`src/rtl/rxr_pkg.sv`:
```
// Shared constants, types and the header status builder of the receive ring writer.
package rxr_pkg;
    localparam int HDR_BYTES    = 4;   // header size in front of each frame
    localparam int RD_BIAS      = 16;  // host pointer is written as offset minus this
    localparam int SPACE_MARGIN = 8;   // header plus alignment slack kept free
    localparam int INT_OK       = 0;
    localparam int INT_ERR      = 1;
    localparam int INT_OVF      = 4;
    localparam int INT_FIFO     = 6;

    // Class flags sampled on the end beat (bit 0 is align, bit 6 is multicast).
    typedef struct packed {
        logic mcast;
        logic phys;
        logic bcast;
        logic runt;
        logic toolong;
        logic crc;
        logic align;
    } rx_class_t;

    // Form the 16-bit header status word from class flags and the symbol error.
    function automatic logic [15:0] build_status(input rx_class_t c, input logic sym);
        logic [15:0] s;
        s      = '0;
        s[1]   = c.align;
        s[2]   = c.crc;
        s[3]   = c.toolong;
        s[4]   = c.runt;
        s[5]   = sym;
        s[0]   = ~(|s[5:1]);
        s[13]  = c.bcast;
        s[14]  = c.phys;
        s[15]  = c.mcast;
        return s;
    endfunction
endpackage

```
`src/rtl/rxr_space.sv`:
```
// Pointer unit: holds the write pointer and the host read pointer, and derives
// the buffer mask, the free space and the empty flag.
// Assumes BASE_LEN is a power of two, the buffer is at most 64 KiB, and cfg_size
// changes only while the block is in reset.
module rxr_space
    import rxr_pkg::*;
#(
    parameter int BASE_LEN = 8192,
    parameter int MAX_IDX  = 2,
    parameter int AW       = 16,
    parameter int LW       = 16
) (
    input  logic          clk,
    input  logic          rst_n,
    input  logic [1:0]    cfg_size,
    input  logic          rdptr_we,
    input  logic [15:0]   rdptr_wdata,
    input  logic          commit,
    input  logic [LW-1:0] commit_len,
    output logic [AW-1:0] wr_ptr,
    output logic [AW-1:0] mask,
    output logic [AW-1:0] free,
    output logic          buf_empty
);
    localparam logic [15:0] RD_RESET = 16'(0) - 16'(RD_BIAS);

    logic [1:0]    eff_idx;
    logic [AW-1:0] buf_len;
    logic [15:0]   rd_reg;
    logic [15:0]   rd_sum;
    logic [AW-1:0] rd_off;
    logic [LW:0]   nxt_sum;
    logic [AW-1:0] nxt_ptr;

    // Clamp the size index and derive the buffer length and mask.
    always_comb begin
        eff_idx = (cfg_size > 2'(MAX_IDX)) ? 2'(MAX_IDX) : cfg_size;
        buf_len = AW'(BASE_LEN) << eff_idx;
        mask    = buf_len - AW'(1);
    end

    // Turn the biased host pointer into a read offset and work out the occupancy.
    always_comb begin
        rd_sum    = rd_reg + 16'(RD_BIAS);
        rd_off    = AW'(rd_sum) & mask;
        buf_empty = (rd_off == wr_ptr);
        free      = buf_empty ? buf_len : ((rd_off - wr_ptr) & mask);
    end

    // Next frame start: past header and payload, rounded up to a dword, folded.
    always_comb begin
        nxt_sum = (LW+1)'(wr_ptr) + (LW+1)'(commit_len) + (LW+1)'(HDR_BYTES + 3);
        nxt_ptr = AW'(nxt_sum) & mask & ~AW'(3);
    end

    // Hold the host read-pointer register.
    always_ff @(posedge clk) begin
        if (!rst_n)        rd_reg <= RD_RESET;
        else if (rdptr_we) rd_reg <= rdptr_wdata;
    end

    // Move the write pointer when a frame header is committed.
    always_ff @(posedge clk) begin
        if (!rst_n)      wr_ptr <= '0;
        else if (commit) wr_ptr <= nxt_ptr;
    end

    assert_wr_aligned_R4: assert property (@(posedge clk) disable iff (!rst_n)
        wr_ptr[1:0] == 2'b00);
    assert_wr_in_range_R1: assert property (@(posedge clk) disable iff (!rst_n)
        (wr_ptr & ~mask) == '0);
    assert_wr_hold_R7: assert property (@(posedge clk) disable iff (!rst_n)
        !commit |=> $stable(wr_ptr));
endmodule

```
`src/rtl/rxr_frame.sv`:
```
// Frame unit: counts the bytes of the frame in progress, writes payload bytes
// behind the reserved header slot, checks space on every byte, and writes the
// header one cycle after the end beat.
// Assumes one idle cycle between frames; a start beat during the header cycle
// is reported as a discard.
module rxr_frame
    import rxr_pkg::*;
#(
    parameter int AW = 16,
    parameter int LW = 16
) (
    input  logic          clk,
    input  logic          rst_n,
    input  logic          cfg_nowrap,
    input  logic          rx_valid,
    input  logic [7:0]    rx_data,
    input  logic          rx_sof,
    input  logic          rx_eof,
    input  logic          rx_err,
    input  logic [6:0]    rx_class,
    input  logic [AW-1:0] wr_ptr,
    input  logic [AW-1:0] mask,
    input  logic [AW-1:0] free,
    output logic          mem_we,
    output logic [3:0]    mem_be,
    output logic [AW-1:0] mem_addr,
    output logic [31:0]   mem_wdata,
    output logic          commit,
    output logic [LW-1:0] commit_len,
    output logic          commit_good,
    output logic          drop_evt,
    output logic          fifo_evt
);
    logic          in_frame;
    logic          drop_q;
    logic          sym_q;
    logic [LW-1:0] cnt_q;
    logic          hdr_pend;
    logic [15:0]   hdr_stat;

    logic          live;
    logic [LW-1:0] cnt_in;
    logic [LW-1:0] cnt_new;
    logic          drop_in;
    logic          sym_in;
    logic          fits;
    logic          drop_new;
    logic          wr_byte;
    logic          commit_next;
    logic [AW-1:0] lin_addr;
    logic [AW-1:0] byte_addr;

    // Classify the current beat and decide whether its byte can be stored.
    always_comb begin
        live        = rx_valid && !hdr_pend && (rx_sof || in_frame);
        fifo_evt    = rx_valid && rx_sof && hdr_pend;
        cnt_in      = rx_sof ? '0 : cnt_q;
        cnt_new     = cnt_in + LW'(1);
        drop_in     = rx_sof ? 1'b0 : drop_q;
        sym_in      = rx_sof ? rx_err : (sym_q || rx_err);
        fits        = ((LW+1)'(cnt_new) + (LW+1)'(SPACE_MARGIN)) <= (LW+1)'(free);
        drop_new    = drop_in || !fits;
        wr_byte     = live && !drop_new;
        commit_next = live && rx_eof && !drop_new;
        drop_evt    = live && rx_eof && drop_new;
    end

    // Payload address behind the header slot, folded unless linear mode is on.
    always_comb begin
        lin_addr  = wr_ptr + AW'(HDR_BYTES) + AW'(cnt_in);
        byte_addr = cfg_nowrap ? lin_addr : (lin_addr & mask);
    end

    // Drive the memory port: the header in its cycle, otherwise the payload byte.
    always_comb begin
        if (hdr_pend) begin
            mem_we    = 1'b1;
            mem_be    = 4'hF;
            mem_addr  = wr_ptr;
            mem_wdata = {16'(commit_len), hdr_stat};
        end else begin
            mem_we    = wr_byte;
            mem_be    = 4'b0001 << byte_addr[1:0];
            mem_addr  = byte_addr;
            mem_wdata = {4{rx_data}};
        end
    end

    // Track the frame in progress: byte count, sticky drop and symbol error.
    always_ff @(posedge clk) begin
        if (!rst_n) begin
            in_frame <= 1'b0;
            drop_q   <= 1'b0;
            sym_q    <= 1'b0;
            cnt_q    <= '0;
        end else if (live) begin
            in_frame <= !rx_eof;
            drop_q   <= drop_new;
            sym_q    <= sym_in;
            cnt_q    <= cnt_new;
        end
    end

    // Latch the header contents at the end beat for the following cycle.
    always_ff @(posedge clk) begin
        if (!rst_n) begin
            hdr_pend   <= 1'b0;
            commit_len <= '0;
            hdr_stat   <= '0;
        end else begin
            hdr_pend <= commit_next;
            if (commit_next) begin
                commit_len <= cnt_new;
                hdr_stat   <= build_status(rx_class_t'(rx_class), sym_in);
            end
        end
    end

    assign commit      = hdr_pend;
    assign commit_good = hdr_stat[0];

    assert_hdr_after_eof_R3: assert property (@(posedge clk) disable iff (!rst_n)
        commit_next |=> (mem_we && mem_be == 4'hF && commit));
    assert_no_write_dropped_R7: assert property (@(posedge clk) disable iff (!rst_n)
        (in_frame && drop_q && rx_valid && !rx_sof) |-> !mem_we);
    assert_single_lane_R3: assert property (@(posedge clk) disable iff (!rst_n)
        (mem_we && !commit) |-> $onehot0(mem_be));
endmodule

```
`src/rtl/rxr_stat.sv`:
```
// Event unit: write-1-to-clear event bits and the missed-frame counter.
// Assumes at most one missed frame per cycle; a set beats a same-cycle clear.
module rxr_stat
    import rxr_pkg::*;
#(
    parameter int MISS_W = 24
) (
    input  logic              clk,
    input  logic              rst_n,
    input  logic              set_ok,
    input  logic              set_err,
    input  logic              set_ovf,
    input  logic              set_fifo,
    input  logic              ack_we,
    input  logic [15:0]       ack,
    input  logic              miss_clr,
    input  logic              miss_inc,
    output logic [15:0]       int_stat,
    output logic [MISS_W-1:0] miss_cnt
);
    localparam logic [15:0] IMPL = (16'(1) << INT_OK) | (16'(1) << INT_ERR)
                                 | (16'(1) << INT_OVF) | (16'(1) << INT_FIFO);

    logic [15:0] set_vec;
    logic [15:0] clr_vec;

    // Gather this cycle's set and clear requests.
    always_comb begin
        set_vec           = '0;
        set_vec[INT_OK]   = set_ok;
        set_vec[INT_ERR]  = set_err;
        set_vec[INT_OVF]  = set_ovf;
        set_vec[INT_FIFO] = set_fifo;
        clr_vec           = ack_we ? ack : '0;
    end

    // Update the event bits, set taking priority over clear.
    always_ff @(posedge clk) begin
        if (!rst_n) int_stat <= '0;
        else        int_stat <= ((int_stat & ~clr_vec) | set_vec) & IMPL;
    end

    // Count missed frames; a clear restarts the count, keeping a same-cycle miss.
    always_ff @(posedge clk) begin
        if (!rst_n)        miss_cnt <= '0;
        else if (miss_clr) miss_cnt <= miss_inc ? MISS_W'(1) : '0;
        else if (miss_inc) miss_cnt <= miss_cnt + MISS_W'(1);
    end

    assert_ok_set_R8: assert property (@(posedge clk) disable iff (!rst_n)
        set_ok |=> int_stat[INT_OK]);
    assert_ok_w1c_R8: assert property (@(posedge clk) disable iff (!rst_n)
        (ack_we && ack[INT_OK] && !set_ok) |=> !int_stat[INT_OK]);
    assert_miss_clear_R10: assert property (@(posedge clk) disable iff (!rst_n)
        (miss_clr && !miss_inc) |=> miss_cnt == '0);
    assert_miss_step_R10: assert property (@(posedge clk) disable iff (!rst_n)
        (!miss_clr && miss_inc) |=> miss_cnt == $past(miss_cnt) + MISS_W'(1));
endmodule

```
`src/rtl/rxr_ring_writer.sv`:
```
// Top of the receive ring writer: connects the frame unit, the pointer unit and
// the event unit. Frames are stored with a 4-byte header, dword aligned.
// Assumes a power-of-two BASE_LEN and a largest buffer of at most 32 KiB.
module rxr_ring_writer
    import rxr_pkg::*;
#(
    parameter int BASE_LEN     = 8192,
    parameter int MAX_SIZE_IDX = 2,
    parameter int MISS_W       = 24
) (
    input  logic                                        clk,
    input  logic                                        rst_n,
    input  logic [1:0]                                  cfg_size,
    input  logic                                        cfg_nowrap,
    input  logic                                        rx_valid,
    input  logic [7:0]                                  rx_data,
    input  logic                                        rx_sof,
    input  logic                                        rx_eof,
    input  logic                                        rx_err,
    input  logic [6:0]                                  rx_class,
    input  logic                                        rdptr_we,
    input  logic [15:0]                                 rdptr_wdata,
    input  logic                                        int_ack_we,
    input  logic [15:0]                                 int_ack,
    input  logic                                        miss_clr,
    output logic                                        mem_we,
    output logic [3:0]                                  mem_be,
    output logic [$clog2(BASE_LEN<<MAX_SIZE_IDX):0]     mem_addr,
    output logic [31:0]                                 mem_wdata,
    output logic                                        buf_empty,
    output logic [15:0]                                 int_stat,
    output logic [MISS_W-1:0]                           miss_cnt
);
    localparam int AW = $clog2(BASE_LEN << MAX_SIZE_IDX) + 1;
    localparam int LW = 16;

    logic [AW-1:0] wr_ptr;
    logic [AW-1:0] mask;
    logic [AW-1:0] free;
    logic          commit;
    logic [LW-1:0] commit_len;
    logic          commit_good;
    logic          drop_evt;
    logic          fifo_evt;

    rxr_space #(.BASE_LEN(BASE_LEN), .MAX_IDX(MAX_SIZE_IDX), .AW(AW), .LW(LW)) u_space (
        .clk        (clk),
        .rst_n      (rst_n),
        .cfg_size   (cfg_size),
        .rdptr_we   (rdptr_we),
        .rdptr_wdata(rdptr_wdata),
        .commit     (commit),
        .commit_len (commit_len),
        .wr_ptr     (wr_ptr),
        .mask       (mask),
        .free       (free),
        .buf_empty  (buf_empty)
    );

    rxr_frame #(.AW(AW), .LW(LW)) u_frame (
        .clk        (clk),
        .rst_n      (rst_n),
        .cfg_nowrap (cfg_nowrap),
        .rx_valid   (rx_valid),
        .rx_data    (rx_data),
        .rx_sof     (rx_sof),
        .rx_eof     (rx_eof),
        .rx_err     (rx_err),
        .rx_class   (rx_class),
        .wr_ptr     (wr_ptr),
        .mask       (mask),
        .free       (free),
        .mem_we     (mem_we),
        .mem_be     (mem_be),
        .mem_addr   (mem_addr),
        .mem_wdata  (mem_wdata),
        .commit     (commit),
        .commit_len (commit_len),
        .commit_good(commit_good),
        .drop_evt   (drop_evt),
        .fifo_evt   (fifo_evt)
    );

    rxr_stat #(.MISS_W(MISS_W)) u_stat (
        .clk      (clk),
        .rst_n    (rst_n),
        .set_ok   (commit && commit_good),
        .set_err  (commit && !commit_good),
        .set_ovf  (drop_evt),
        .set_fifo (fifo_evt),
        .ack_we   (int_ack_we),
        .ack      (int_ack),
        .miss_clr (miss_clr),
        .miss_inc (drop_evt || fifo_evt),
        .int_stat (int_stat),
        .miss_cnt (miss_cnt)
    );

    assert_empty_after_commit_R6: assert property (@(posedge clk) disable iff (!rst_n)
        (commit && !rdptr_we) |=> !buf_empty);
    assert_drop_no_header_R7: assert property (@(posedge clk) disable iff (!rst_n)
        drop_evt |=> !commit);
endmodule

```
`config.mk`:
```
export PLATFORM = sky130hd
export DESIGN_NAME = rxr_ring_writer
export DESIGN_NICKNAME = d
export VERILOG_FILES = /design/src/rtl/rxr_pkg.sv /design/src/rtl/rxr_space.sv /design/src/rtl/rxr_frame.sv /design/src/rtl/rxr_stat.sv /design/src/rtl/rxr_ring_writer.sv
export SDC_FILE = /design/constraint.sdc
export NUM_CORES = 1
export LEC_CHECK = 0
export BUFFER_PORTS_ARGS = -buffer_cell sky130_fd_sc_hd__buf_2
export CAP_MARGIN = 25
export CORE_UTILIZATION = 50
export DETAILED_ROUTE_END_ITERATION = 12
export PLACE_DENSITY_LB_ADDON = 0.25
export SYNTH_ARGS = -nofsm -noshare
export SYNTH_HDL_FRONTEND = slang
export SYNTH_SLANG_ARGS = --single-unit
```
`constraint.sdc`:
```
create_clock -name clk -period 7.76 [get_ports clk]
set_input_delay 1.552 -clock clk [delete_from_list [all_inputs] [get_ports clk]]
set_output_delay 1.552 -clock clk [all_outputs]
set_load 0.02 [all_outputs]
```
Yosys cells after proc, flatten, opt, wreduce, memory -nomap -nowiden
Cells that the tools add are included.
{"block": "word_totals", "register_bits": 103, "input_bits": 59, "output_inout_bits": 94, "elab_cells": 69}
{"block": "op_classes", "n_addsub": 10, "magnitude_cmp": 2, "n_eq_ne": 1, "n_shift": 2, "n_mux": 14, "n_bitwise": 8, "reduce_logical": 21}
{"operator": "AND 16 bit", "count": 4}
{"operator": "2-to-1 mux 16 bit", "count": 4}
{"operator": "2-to-1 mux 24 bit", "count": 2}
{"operator": "adder 16 bit", "count": 2}
{"operator": "adder 16 x 3 -> 16 bit (second input constant)", "count": 2}
{"operator": "2-to-1 mux 32 bit", "count": 1}
{"operator": "adder 24 x 1 -> 24 bit (second input constant)", "count": 1}
{"operator": "adder 16 x 4 -> 17 bit (second input constant)", "count": 1}
{"operator": "<= comparator 17 x 16 -> 1 bit", "count": 1}
{"operator": "adder 16 x 1 -> 16 bit (second input constant)", "count": 1}
{"operator": "adder 16 x 5 -> 16 bit (second input constant)", "count": 1}
{"operator": "equality test 16 bit", "count": 1}
{"operator": "left shift 14 x 2 -> 16 bit (first input constant)", "count": 1}
{"operator": "subtractor 16 x 1 -> 16 bit (second input constant)", "count": 1}
{"operator": "subtractor 16 bit", "count": 1}
{"operator": "logical AND 1 bit", "count": 10}
{"operator": "AND 7 bit", "count": 1}
{"operator": "2-to-1 mux 7 bit", "count": 1}
{"operator": "inverter 7 bit", "count": 1}
{"operator": "OR 7 bit", "count": 1}
{"operator": "logical NOT 1 bit", "count": 5}
{"operator": "OR reduction 5 bit", "count": 1}
{"operator": "logical OR 1 bit", "count": 4}
{"operator": "2-to-1 mux 1 bit", "count": 4}
{"operator": "6 further kinds", "count": 6}

Depth between registers and ports, before layout
Gate-level depths: netlist (run 1).
{"block": "logic_depth", "ltp_word": 15, "ltp_mapped": 24, "mapped_depth_nobuf": 22}

Modules after synthesis
Synthesis (run 1) repeated with hierarchy kept, for this count alone.
{"block": "hier_totals", "cells_unflattened": 1112, "area_unflattened_um2": 8575.7}
{"mod": "rxr_frame", "instances": 1, "cells_per_inst": 615, "area_each_um2": 4421.7, "seq_area_each_um2": 900.9}
{"mod": "rxr_space", "instances": 1, "cells_per_inst": 333, "area_each_um2": 2761.4, "seq_area_each_um2": 580.6}
{"mod": "rxr_stat", "instances": 1, "cells_per_inst": 161, "area_each_um2": 1370.1, "seq_area_each_um2": 560.5}
{"mod": "rxr_ring_writer", "instances": 1, "cells_per_inst": 3, "area_each_um2": 22.5, "seq_area_each_um2": 0.0}

Least setup slack after synthesis (run 1)
Ideal clock, no wire load.
{"block": "synth_path", "kind": "input to output", "from": "input port rx_sof", "to": "output port mem_we", "arrival_time_ns": 5.023, "required_ns": 6.208, "slack_ns": 1.185, "path_stages": 18, "n_path_buf": 1, "cell_sequence": "buf_2 nor2b_1 ha_1 nand3_1 or4_1 a211oi_1 o31a_1 and2_1 nand2_1 xnor2_1 ha_1 a21o_1 a211oi_1 o211ai_1 and2_1 nor2b_1 nand2_1 nand2_1"}
{"block": "synth_via", "elab_chain_cells": 9, "word_cells_on_any_way": 12, "cone_classes": "2 x add/sub; 1 x order compare; 3 x mux; 6 x reduce/logical"}
{"element": "from (decl)", "line": "rxr_ring_writer.sv:17", "rtl": "input logic rx_sof,"}
{"element": "2-to-1 mux 16 bit", "line": "rxr_frame.sv:57", "rtl": "cnt_in = rx_sof ? '0 : cnt_q;"}
{"element": "adder 16 x 1 -> 16 bit", "line": "rxr_frame.sv:58", "rtl": "cnt_new = cnt_in + LW'(1);"}
{"element": "adder 16 x 4 -> 17 bit", "line": "rxr_frame.sv:61", "rtl": "fits = ((LW+1)'(cnt_new) + (LW+1)'(SPACE_MARGIN)) <= (LW+1)'(free);"}
{"element": "<= comparator 17 x 16 -> 1 bit", "line": "rxr_frame.sv:61"}
{"element": "logical NOT 1 bit", "line": "rxr_frame.sv:62", "rtl": "drop_new = drop_in || !fits;"}
{"element": "logical OR 1 bit", "line": "rxr_frame.sv:62"}
{"element": "logical NOT 1 bit", "line": "rxr_frame.sv:63", "rtl": "wr_byte = live && !drop_new;"}
{"element": "logical AND 1 bit *", "line": "rxr_frame.sv:63"}
{"element": "2-to-1 mux 1 bit *", "line": "rxr_frame.sv:76", "rtl": "if (hdr_pend) begin"}
{"element": "to (decl)", "line": "rxr_ring_writer.sv:26", "rtl": "output logic mem_we,"}
Mark *: on every way between the ends. The rest lies on a longest branch, timed or not.

Worst setup path in the final report (run 1)
{"block": "layout_path", "from": "input port rx_sof", "to": "output port mem_we"}
{"block": "layout_via", "elab_chain_cells": 9, "word_cells_on_any_way": 12, "cone_classes": "2 x add/sub; 1 x order compare; 3 x mux; 6 x reduce/logical"}
{"element": "2-to-1 mux 16 bit", "line": "rxr_frame.sv:57"}
{"element": "adder 16 x 1 -> 16 bit", "line": "rxr_frame.sv:58"}
{"element": "net u_frame.cnt_new[4]", "line": "rxr_frame.sv:43", "rtl": "logic [LW-1:0] cnt_new;"}
{"element": "adder 16 x 4 -> 17 bit", "line": "rxr_frame.sv:61"}
{"element": "<= comparator 17 x 16 -> 1 bit", "line": "rxr_frame.sv:61"}
{"element": "logical NOT 1 bit", "line": "rxr_frame.sv:62"}
{"element": "logical OR 1 bit", "line": "rxr_frame.sv:62"}
{"element": "logical NOT 1 bit", "line": "rxr_frame.sv:63"}
{"element": "logical AND 1 bit", "line": "rxr_frame.sv:63"}
{"element": "2-to-1 mux 1 bit", "line": "rxr_frame.sv:76"}
The timed path passes the listed nets, and every way through them passes these cells.

==> results of run 1 <==
[layout by cell type, fill, tap and decap left out, types with 18 or more instances in the layout]
cell type  instances
mux2i_1           46
xor2_1            21
a21oi_1           52
dfxtp_1          101
nor2b_1           31
nand3_1           39
inv_1             52
buf_2            127
nor2_1            88
o21ai_0           34
ha_1              87
xnor2_1           37
nor3_1            18
nand2_1          156
[worst max-delay path by stage]
stage | from | cells past startpoint | end | slack, ns
2_1_floorplan | rx_sof | 18 | mem_we | 1.18
4_1_cts | rx_sof | 21 | mem_we | 0.67
5_1_grt | rx_sof | 21 | mem_we | 0.25
3_3_place_gp | rx_sof | 21 | mem_we | 0.76
3_5_place_dp | rx_sof | 21 | mem_we | 0.69
6_report | rx_sof | 21 | mem_we | 0.64
[critical path: cells and delay by family]
kind / cells / cell delay [ns]
AND/OR/NAND/NOR: 10 / 1.72
adder cells (fa/ha/maj): 3 / 0.80
AO/OA/AOI/OAI: 3 / 0.73
buffers and inverters: 3 / 0.45
multiplexers: 1 / 0.17
XOR/XNOR: 1 / 0.16
[metal layers]
layer  GRT usage (%)  vias to the layer above  share of wire (%)
met1           34.38                     3450                 47
met2           42.38                      196                 46
met5               0                        -                  0
met3           4.823                       29                4.8
met4           8.651                        0                2.2
li1                -                     3811                  -
[metrics by stage]
| stage | setup slack, ns | power (mW) | cell area, µm² | util [%] |
|---|---|---|---|---|
| floorplan | 1.185 | 0.8283 | 8107 | - |
| global placement | 0.7615 | 0.9126 | 8790 | 55.53 |
| detailed placement | 0.6934 | 0.9187 | 8790 | 55.53 |
| CTS | 0.6747 | 1.407 | 9106 | 57.53 |
| global route | 0.2544 | 1.474 | 9106 | 57.53 |
| finish | 0.6400 | 1.396 | 9106 | 57.53 |
[cell type report]
class,count,area share (%)
multi-input combinational,829,61.42
sequential,102,22.44
timing repair buffer,134,7.557
tap,216,2.968
clock buffer,11,2.775
inverter,52,2.143
clock inverter,5,0.7007
[logic make-up after synthesis]
kind of cell,Yosys count,share of synthesized area [%]
and+or+nand+nor,429,25.88
AOI/OAI and AO/OA,192,16.32
buffers and inverters,110,5.911
DFF,102,25.32
adders and majority gates,90,14.24
xor gates and xnor gates,58,6.299
muxes,48,5.988
other,1,0.04650
[power by group through the flow]
| stage | clock [mW] | sequential (mW) | combinational [mW] |
|---|---|---|---|
| 2_1_floorplan | 0 | 0.568 | 0.261 |
| 3_3_place_gp | 0 | 0.575 | 0.337 |
| 3_5_place_dp | 0 | 0.576 | 0.343 |
| 4_1_cts | 0.498 | 0.563 | 0.346 |
| 5_1_grt | 0.519 | 0.566 | 0.388 |
| 6_report | 0.486 | 0.564 | 0.346 |
[Yosys cell counts (5+ instances only)]
library cell  instances
o21ai_0              34
a211oi_1             15
a21o_1               15
nor4_1                5
o31ai_1              10
nand4_1              17
nor2_1               88
or4_1                 9
nor2b_1              31
or2_2                 5
ha_1                 87
nand2b_1              9
xnor2_1              37
nor3_1               18
clkbuf_1             30
or3_1                 9
and4_1                7
buf_2                 9
nor3b_1               5
nand3_1              39
o211a_1               9
nand2_1             156
buf_1                 6
xor2_1               21
a311oi_1              5
and3_1                7
dfxtp_1             102
inv_1                52
a21oi_1              52
o41ai_1               7
buf_4                12
and2_1               10
mux2i_1              46
==> flow_summary.json, run 1 <==
{
  "die_y_um": 129.0,
  "routed_wl_um": 21020,
  "ys_warn_count": 0,
  "yosysTopAreaCellShare_pct": 25.32,
  "ir_worst_vdd_mv": 0.1158,
  "slowest_stage": "a211oi_1",
  "power.leakage_nw": 4.286,
  "clockRootBuffer": "clkbuf_16",
  "worstMarginPinSlew_ns": 0.9551,
  "setup_viol": 0,
  "min_period_over_period_pct": 91.75,
  "finalNonFillerCells": 1349,
  "largest_register_ffs": 24,
  "dp.cells": 1333,
  "crit_top_cell": "ha_1",
  "grt_max_degree": 71,
  "rows": 46,
  "clk_latency_ns": 0.36,
  "cp.arrival_ns": 5.57,
  "drtPass1Iterations": 5,
  "start_kind": "input pin",
  "slew_headroom_pct": 36.32,
  "seq_area_frac_synth_pct": 25.32,
  "post_cts_buffers": 0,
  "whs_ns": 0.4605,
  "synth_ff_type": "dfxtp_1",
  "grt_pass1_wl_um": 33790,
  "post_cts_resized": 0,
  "tns_ns": 0,
  "areaGrowthSynthToFinish_pct": 12.91,
  "cts_max_path_buffers": 2,
  "cp_slowest_stage_delay_ns": 0.42,
  "top_register": "u_stat.miss_cnt",
  "synth_cell_types": 67,
  "die_width_um": 129.0,
  "hold_depth": 2,
  "synth_largest_area_cell": "dfxtp_1",
  "r2r-end": "u_stat.miss_cnt[20]$_SDFFE_PN0P_",
  "grt_setup_unrepaired": "no",
  "hold_class": "reg -> reg",
  "crit_chain": "buf_2 > nor2b_1 > ha_1 > and3_1 > mux2i_1 > inv_1 > ha_1 > nand4_1 > a211oi_1 > nand3_1 > xnor2_1 > ha_1 > nand3_1 > nor4_1 > o31ai_1 > o211ai_1 > and2_1 > nor2b_1 > nand2_1 > nand2_1 > buf_2",
  "wl_per_cell_um": 15.58,
  "netSwitchingPower_uw": 445.4,
  "clk_pin_slew_ns": 0.07,
  "synth_seq_cells": 102,
  "p_int_uw": 950.3,
  "worstHoldStart": "u_stat.int_stat[0]$_SDFF_PN0_",
  "grt_pass1_vias": 6703,
  "vias": 7486,
  "worst_setup_path_end_kind": "output port",
  "min_to": "u_stat.int_stat[0]$_SDFF_PN0_",
  "status": "complete, no violations",
  "multiInputGateArea_mm2": 0.005593,
  "ctsHoldBuffers": 0,
  "clkPwrFrac_pct": 34.8,
  "ant_nets": 0,
  "drt_iter0_drc": 552,
  "drc": 0,
  "max_freq_ghz": 0.1404,
  "power_frac_seq_pct": 40.4,
  "core_area_mm2": 0.01583,
  "reg_top3": "u_stat.miss_cnt (24), u_frame.cnt_q (16), u_frame.commit_len (16)",
  "reg2reg_slack_ns": 2.47,
  "ios": 153,
  "viasPerCell": 5.549,
  "io_buffers": 127,
  "num-nets-final": 1277,
  "start_util_pct": 50.96,
  "async_reset_ff_share_pct": 0,
  "syn-cell-area_mm2": 0.008065,
  "p_per_area_mw_per_mm2": 153.3,
  "r2r_start": "u_space.rd_reg[5]$_SDFFE_PN1P_",
  "seq_area_mm2": 0.002043,
  "finalHoldViolCount": 0,
  "antenna_found_initial": 0,
  "place.gp.congestion": 0.8996,
  "netlist_top_cells_area": "dfxtp_1 (25%), ha_1 (13%), nand2_1 (7.3%)",
  "cts-buffers-inserted": 9,
  "syn_inst": 1030,
  "cts.sinks": 102,
  "synth_area_per_cell_um2": 7.830,
  "crit_fanout": 5,
  "grt_overflow_total": 0,
  "drive_gt1_share_pct": 15.09,
  "fillCellCount": 1474,
  "cts-htree-levels": 3,
  "pwr-share-comb_pct": 24.8,
  "crit_required_ns": 6.21,
  "hpwl_um": 16040,
  "skew_ns": 0.009770,
  "synth_edf_count": 0,
  "period_minus_slack_ns": 7.120,
  "cts_tree": "yes",
  "diodes": 0,
  "reg2reg_depth": 21,
  "die-area_mm2": 0.01664,
  "finalMaxSlewViolations": 0,
  "cap_violations": 0,
  "sw_frac_of_total_pct": 31.91,
  "grt_usage_pct": 25.95,
  "critical_path_class": "in -> out"
}
Power figures use the tool's default switching activity.
==> run 2, diff against run 1 <==
==> constraint.sdc (replaced) <==
create_clock -name clk -period 7.76 [get_ports clk]
set_input_delay 1.164 -clock clk [delete_from_list [all_inputs] [get_ports clk]]
set_output_delay 1.164 -clock clk [all_outputs]
set_load 0.02 [all_outputs]
==> run 2 against run 1 <==
  * Maximum frequency grew 8.4%
  * Largest cell class unchanged
  * Utilization shrank 0.16 points
  * Power shrank 0.17%
  * Clock skew grew 0.00081 ns
  * Die area is the same
  * Hold slack lost 0.0030 ns
  * Clock power is essentially flat
  * Count of clock-buffer cells in the layout shrank 1
  * Flip-flop and latch count is the same
  * Critical path depth shrank 2
  * Non-clock buffer count shrank 3
==> flow_summary.json, run 2 (synthesis results as in run 1) <==
{
  "busiest_layer": "met2",
  "layout_commonest_cell": "nand2_1",
  "grt_max_degree": 71,
  "core_area_mm2": 0.01583,
  "min_to": "u_stat.int_stat[0]$_SDFF_PN0_",
  "cap_violations": 0,
  "largest_register_ffs": 24,
  "grt_usage_pct": 25.96,
  "drt_iter0_drc": 488,
  "final_cell_mix": "nand2_1 (156), buf_2 (127), dfxtp_1 (101), nor2_1 (88), ha_1 (87)",
  "vias": 7444,
  "status": "complete, no violations",
  "post-place-ws_ns": 1.256,
  "power.leakage_nw": 4.266,
  "critical_path_class": "in -> out",
  "whs_ns": 0.4575,
  "slowest_stage": "xnor2_1",
  "drive_gt1_share_pct": 14.87,
  "hold_class": "reg -> reg",
  "final_core_util_pct": 57.38,
  "post_cts_resized": 0,
  "top_register": "u_stat.miss_cnt",
  "hold_depth": 2,
  "hpwl_um": 15890,
  "use_met1_pct": 35.41,
  "worstMarginPinSlew_ns": 0.9542,
  "reg_top3": "u_stat.miss_cnt (24), u_frame.cnt_q (16), u_frame.commit_len (16)",
  "grt_overflow_total": 0,
  "slew_headroom_pct": 36.39,
  "die_y_um": 129.0,
  "placed_cell_area_mm2": 0.008767,
  "crit_fanout": 28,
  "clockRootBuffer": "clkbuf_16",
  "crit_chain": "buf_2 > nor2b_1 > ha_1 > and3_1 > nand4_1 > xnor2_1 > and4_4 > nor2b_1 > xnor2_1 > ha_1 > a21o_1 > a21o_1 > a221oi_1 > o211ai_1 > and2_1 > nor2b_1 > nand2_1 > nand2_1 > buf_2",
  "worst_setup_path_end_kind": "output port",
  "routed_wl_um": 20990,
  "cts_max_path_buffers": 2,
  "clk_latency_ns": 0.36,
  "min_period_over_period_pct": 84.63,
  "cts_tree": "yes",
  "post_cts_buffers": 0,
  "place.gp.congestion": 0.8822,
  "design_area_mm2": 0.009081,
  "max_freq_ghz": 0.1523,
  "cts.sinks": 102,
  "diodes": 0,
  "ios": 153,
  "die-area_mm2": 0.01664,
  "met2_usage_pct": 41.14,
  "start_kind": "input pin",
  "clk_pin_slew_ns": 0.07,
  "finalMaxSlewViolations": 0,
  "r2r_start": "u_space.rd_reg[5]$_SDFFE_PN1P_",
  "r2r-end": "u_stat.miss_cnt[18]$_SDFFE_PN0P_",
  "skew_ns": 0.01059,
  "fin_ws_ns": 1.192,
  "ctsHoldBuffers": 0,
  "grt_pass1_vias": 6624,
  "met3_usage_pct": 3.867,
  "setup_viol": 0,
  "drtPass1Iterations": 5,
  "rows": 46,
  "ir_worst_vdd_mv": 0.1076,
  "finalHoldViolCount": 0,
  "cp_slowest_stage_delay_ns": 0.40,
  "worstHoldStart": "u_stat.int_stat[0]$_SDFF_PN0_",
  "fillCellCount": 1500,
  "num-nets-final": 1274,
  "io_buffers": 127,
  "reg2reg_depth": 21,
  "p_per_area_mw_per_mm2": 153.4,
  "areaGrowthSynthToFinish_pct": 12.60,
  "crit_required_ns": 6.60,
  "period_minus_slack_ns": 6.568,
  "viasPerCell": 5.530,
  "ant_nets": 0,
  "tns_ns": 0,
  "die_width_um": 129.0,
  "grt_pass1_wl_um": 33800,
  "reg2reg_slack_ns": 2.47,
  "cts-htree-levels": 3,
  "cp.arrival_ns": 5.40,
  "start_util_pct": 50.96,
  "grt_setup_unrepaired": "no",
  "crit_top_cell": "nor2b_1",
  "wl_per_cell_um": 15.60,
  "cts-buffers-inserted": 9,
  "antenna_found_initial": 0,
  "drc": 0
}
[run 2: changes by cell type in the layout (fill, tap and decap cells not counted)]
cell and delta:
buf_4 -3, inv_6 +2, clkbuf_8 -1, clkinv_2 -1, clkinv_4 -1, clkinvlp_4 +1
[run 2: how the worst max path moves through the flow]
stage	start	end	slack [ns]
floorplan	rx_sof	mem_we	1.96
global placement	rx_sof	mem_we	1.29
detailed placement	rx_sof	mem_we	1.26
CTS	rx_sof	mem_we	1.22
global route	rx_sof	mem_we	0.78
finish	rx_sof	mem_we	1.19
[run 2: cell type report]
type | count | area [µm²] | area share [%]
Clock buffer | 10 | 239.0 | 2.632
Clock inverter | 6 | 75.07 | 0.8267
Inverter | 52 | 195.2 | 2.149
Multi-Input combinational cell | 829 | 5593 | 61.59
Sequential cell | 102 | 2043 | 22.50
Tap cell | 216 | 270.3 | 2.976
Timing Repair Buffer | 131 | 665.6 | 7.330
[run 2: metrics by stage]
step	instances	power (mW)
2_1_floorplan	1041	0.8283
3_3_place_gp	1330	0.9098
3_5_place_dp	1330	0.9147
4_1_cts	1346	1.406
5_1_grt	1346	1.468
6_report	1346	1.393
[run 2: metal layers]
| metal | up-vias | part of all wire [%] | wire length [µm] |
|---|---|---|---|
| met3 | 33 | 5.2 | 1096 |
| li1 | 3809 | - | - |
| met1 | 3393 | 47 | 9968 |
| met2 | 209 | 44 | 9315 |
| met4 | 0 | 2.9 | 614 |
| met5 | - | 0 | 0 |
[run 2: where the power goes]
| part | switching, mW | internal, mW | total (mW) |
|---|---|---|---|
| Clock | 0.222 | 0.265 | 0.487 |
| Combinational | 0.208 | 0.134 | 0.342 |
| Sequential | 0.0218 | 0.543 | 0.564 |
| Total | 0.451 | 0.942 | 1.39 |
[run 2: critical path: cells and delay by family]
family	cells	cell delay, ns
AOI/OAI and AO/OA	4	0.78
xor gates and xnor gates	2	0.50
adders and majority gates	2	0.63
buffers and inverters	2	0.44
and+or+nand+nor	9	1.88
==> run 3, diff against run 2 <==
--- a/config.mk
+++ b/config.mk
@@ -5,6 +5,7 @@
 export SDC_FILE = /design/constraint.sdc
 export NUM_CORES = 1
 export LEC_CHECK = 0
+export ABC_AREA = 1
 export BUFFER_PORTS_ARGS = -buffer_cell sky130_fd_sc_hd__buf_2
 export CAP_MARGIN = 25
 export CORE_UTILIZATION = 50
==> constraint.sdc (replaced) <==
create_clock -name clk -period 6.4 [get_ports clk]
set_input_delay 0.96 -clock clk [delete_from_list [all_inputs] [get_ports clk]]
set_output_delay 0.96 -clock clk [all_outputs]
set_load 0.02 [all_outputs]
==> run 3 against run 2 <==
  * Worst setup slack worse by 0.87 ns
  * Flip-flop and latch count stayed put
  * Clock power is 13% higher
  * Combinational power grew 34%
  * Largest power group unchanged
  * Routed wire length increased by 10%
  * Highest routed layer unchanged
  * Final area rose by 1.7%
  * Power rose by 21%
==> flow_summary.json, run 3 <==
{
  "worstHoldStart": "u_frame.commit_len[15]$_SDFFE_PN0P_",
  "min_period_over_period_pct": 95.00,
  "cts-buffers-inserted": 9,
  "die_width_um": 130.5,
  "routed_wl_um": 23130,
  "cap_violations": 0,
  "rows": 46,
  "status": "complete, no violations",
  "synth_ff_type": "dfxtp_1",
  "async_reset_ff_share_pct": 0,
  "synth.cells.most_frequent": "nand2_1 (280), inv_1 (162), a21oi_1 (135)",
  "p_per_area_mw_per_mm2": 183.0,
  "worst-path-buf-inv": 9,
  "vias": 8436,
  "drt_iter0_drc": 661,
  "dp.cells": 1562,
  "grt_pass1_wl_um": 36040,
  "cp-startpoint": "rx_sof",
  "worstMarginPinSlew_ns": 1.019,
  "whs_ns": 0.4549,
  "core_area_mm2": 0.01600,
  "viasPerCell": 5.346,
  "syn-cell-area_mm2": 0.008258,
  "ctsHoldBuffers": 0,
  "place.gp.congestion": 0.9641,
  "synth_most_common_cell": "nand2_1",
  "reg2reg_slack_ns": 1.52,
  "io_buffers": 127,
  "cts-htree-levels": 3,
  "post_cts_buffers": 0,
  "synth_cell_types": 44,
  "period_minus_slack_ns": 6.080,
  "netlist_top_cells_area": "dfxtp_1 (25%), ha_1 (13%), nand2_1 (13%)",
  "fillCellCount": 1641,
  "top_register": "u_stat.miss_cnt",
  "crit_family": "simple AND/OR/NAND/NOR gates",
  "drive_gt1_share_pct": 14.32,
  "setup_viol": 0,
  "drc": 0,
  "crit_required_ns": 5.44,
  "num-nets-final": 1506,
  "cts_max_path_buffers": 2,
  "final_cell_mix": "nand2_1 (280), inv_1 (161), a21oi_1 (135), buf_2 (127)",
  "die_y_um": 130.5,
  "clockRootBuffer": "clkbuf_16",
  "ir_worst_vdd_mv": 0.1300,
  "finalMaxSlewViolations": 0,
  "largest_register_ffs": 24,
  "start_kind": "input pin",
  "critPathCapture": "mem_we",
  "slowest_stage": "ha_1",
  "synth_largest_area_cell": "dfxtp_1",
  "yosysTopAreaCellShare_pct": 24.73,
  "layout_commonest_cell": "nand2_1",
  "synth_edf_count": 0,
  "reg2reg_depth": 30,
  "ys_warn_count": 0,
  "grt_max_degree": 66,
  "cp.arrival_ns": 5.12,
  "cts.sinks": 102,
  "wl_per_cell_um": 14.66,
  "clk_latency_ns": 0.36,
  "crit_top_cell": "nand2_1",
  "slew_headroom_pct": 32.08,
  "p_total_mw": 1.690,
  "ant_nets": 0,
  "critical_path_class": "in -> out",
  "hold_class": "reg -> reg",
  "power.leakage_nw": 4.773,
  "worst_setup_path_end_kind": "output port",
  "areaGrowthSynthToFinish_pct": 11.80,
  "hpwl_um": 17850,
  "grt_setup_unrepaired": "no",
  "crit_fanout": 12,
  "ios": 153,
  "clk_pin_slew_ns": 0.07,
  "grt_usage_pct": 27.26,
  "grt_pass1_vias": 7198,
  "worst-path-stages": 31,
  "cp_slowest_stage_delay_ns": 0.28,
  "r2r-end": "u_frame.hdr_stat[14]$_SDFFE_PN0P_",
  "max_freq_ghz": 0.1645,
  "syn_inst": 1260,
  "seq_area_frac_synth_pct": 24.73,
  "diodes": 0,
  "skew_ns": 0.009649,
  "die-area_mm2": 0.01703,
  "reg_top3": "u_stat.miss_cnt (24), u_frame.cnt_q (16), u_frame.commit_len (16)",
  "synth_seq_cells": 102,
  "synth_area_per_cell_um2": 6.554,
  "grt_overflow_total": 0,
  "start_util_pct": 51.61,
  "finalHoldViolCount": 0,
  "drtPass1Iterations": 5,
  "antenna_found_initial": 0,
  "cts_tree": "yes",
  "tns_ns": 0,
  "r2r_start": "u_frame.cnt_q[0]$_SDFFE_PN0P_",
  "finalNonFillerCells": 1578
}
run 3: changes by cell type after synthesis, sizes merged, moves of 46 or more:
| cell | change |
|---|---|
| nand2 | +131 |
| inv | +114 |
| mux2i | -46 |
| o21ai | +48 |
| a21oi | +83 |
| nand3 | +68 |
run 3: layout make-up:
type	instances	area, µm²	area share [%]
Clock buffer	9	225.2	2.439
Clock inverter	7	66.31	0.7183
Inverter	167	626.9	6.790
Multi-Input combinational cell	944	5321	57.64
Sequential cell	102	2042	22.12
Tap cell	216	270.3	2.927
Timing Repair Buffer	133	680.7	7.372
run 3: cells by family (layout without fill, tap and decap cells):
family,Yosys count,count (layout),synth area share (%)
xor gates and xnor gates,40,40,4.242
buffers and inverters,225,316,11.39
and+or+nand+nor,563,563,30.52
DFF,102,102,24.73
other,1,12,0.04541
adders and majority gates,90,90,13.91
AOI/OAI and AO/OA,239,239,15.17
run 3: through the flow:
stage,area [µm²],worst slack (ns),util [%]
2_1_floorplan,8299,0.8702,-
3_3_place_gp,8936,0.4817,55.85
3_5_place_dp,8936,0.3849,55.85
4_1_cts,9228,0.3617,57.67
5_1_grt,9233,0.002870,57.70
6_report,9233,0.3200,57.70
run 3: repair_timing:
action | in CTS | in global routing
gates resized for setup | 0 | 1
endpoints found under the hold margin | 0 | 0
setup endpoints to repair | 0 | 1
run 3: per-layer routing:
layer | up-vias | part of all wire (%) | GRT usage [%]
met3 | 20 | 6.3 | 4.723
met1 | 3816 | 48 | 37.91
met5 | - | 0 | 0
li1 | 4341 | - | -
met4 | 0 | 1.2 | 5.612
met2 | 259 | 45 | 44.13
run 3: worst min path at each step:
| stage | endpoint | slack (ns) | depth (start not counted) |
|---|---|---|---|
| after floorplan | u_frame.commit_len[15]$_SDFFE_PN0P_ | 0.42 | 2 |
| after global placement | u_frame.commit_len[15]$_SDFFE_PN0P_ | 0.43 | 2 |
| after detailed placement | u_frame.commit_len[15]$_SDFFE_PN0P_ | 0.44 | 2 |
| after CTS | u_frame.commit_len[15]$_SDFFE_PN0P_ | 0.45 | 2 |
| after global routing | u_frame.hdr_stat[5]$_SDFFE_PN0P_ | 0.48 | 2 |
| final | u_frame.commit_len[15]$_SDFFE_PN0P_ | 0.45 | 2 |
run 3: worst min-delay path, delay by kind of cell (launching register included):
family          cells  cell delay [ns]
compound gates      1             0.05
flops               1             0.30
buf+inv             1             0.06
run 3: power breakdown:
part | switching [mW] | internal, mW | total, mW
sequential | 0.0234 | 0.660 | 0.683
clock | 0.276 | 0.273 | 0.550
combinational | 0.302 | 0.154 | 0.457
total | 0.602 | 1.09 | 1.69
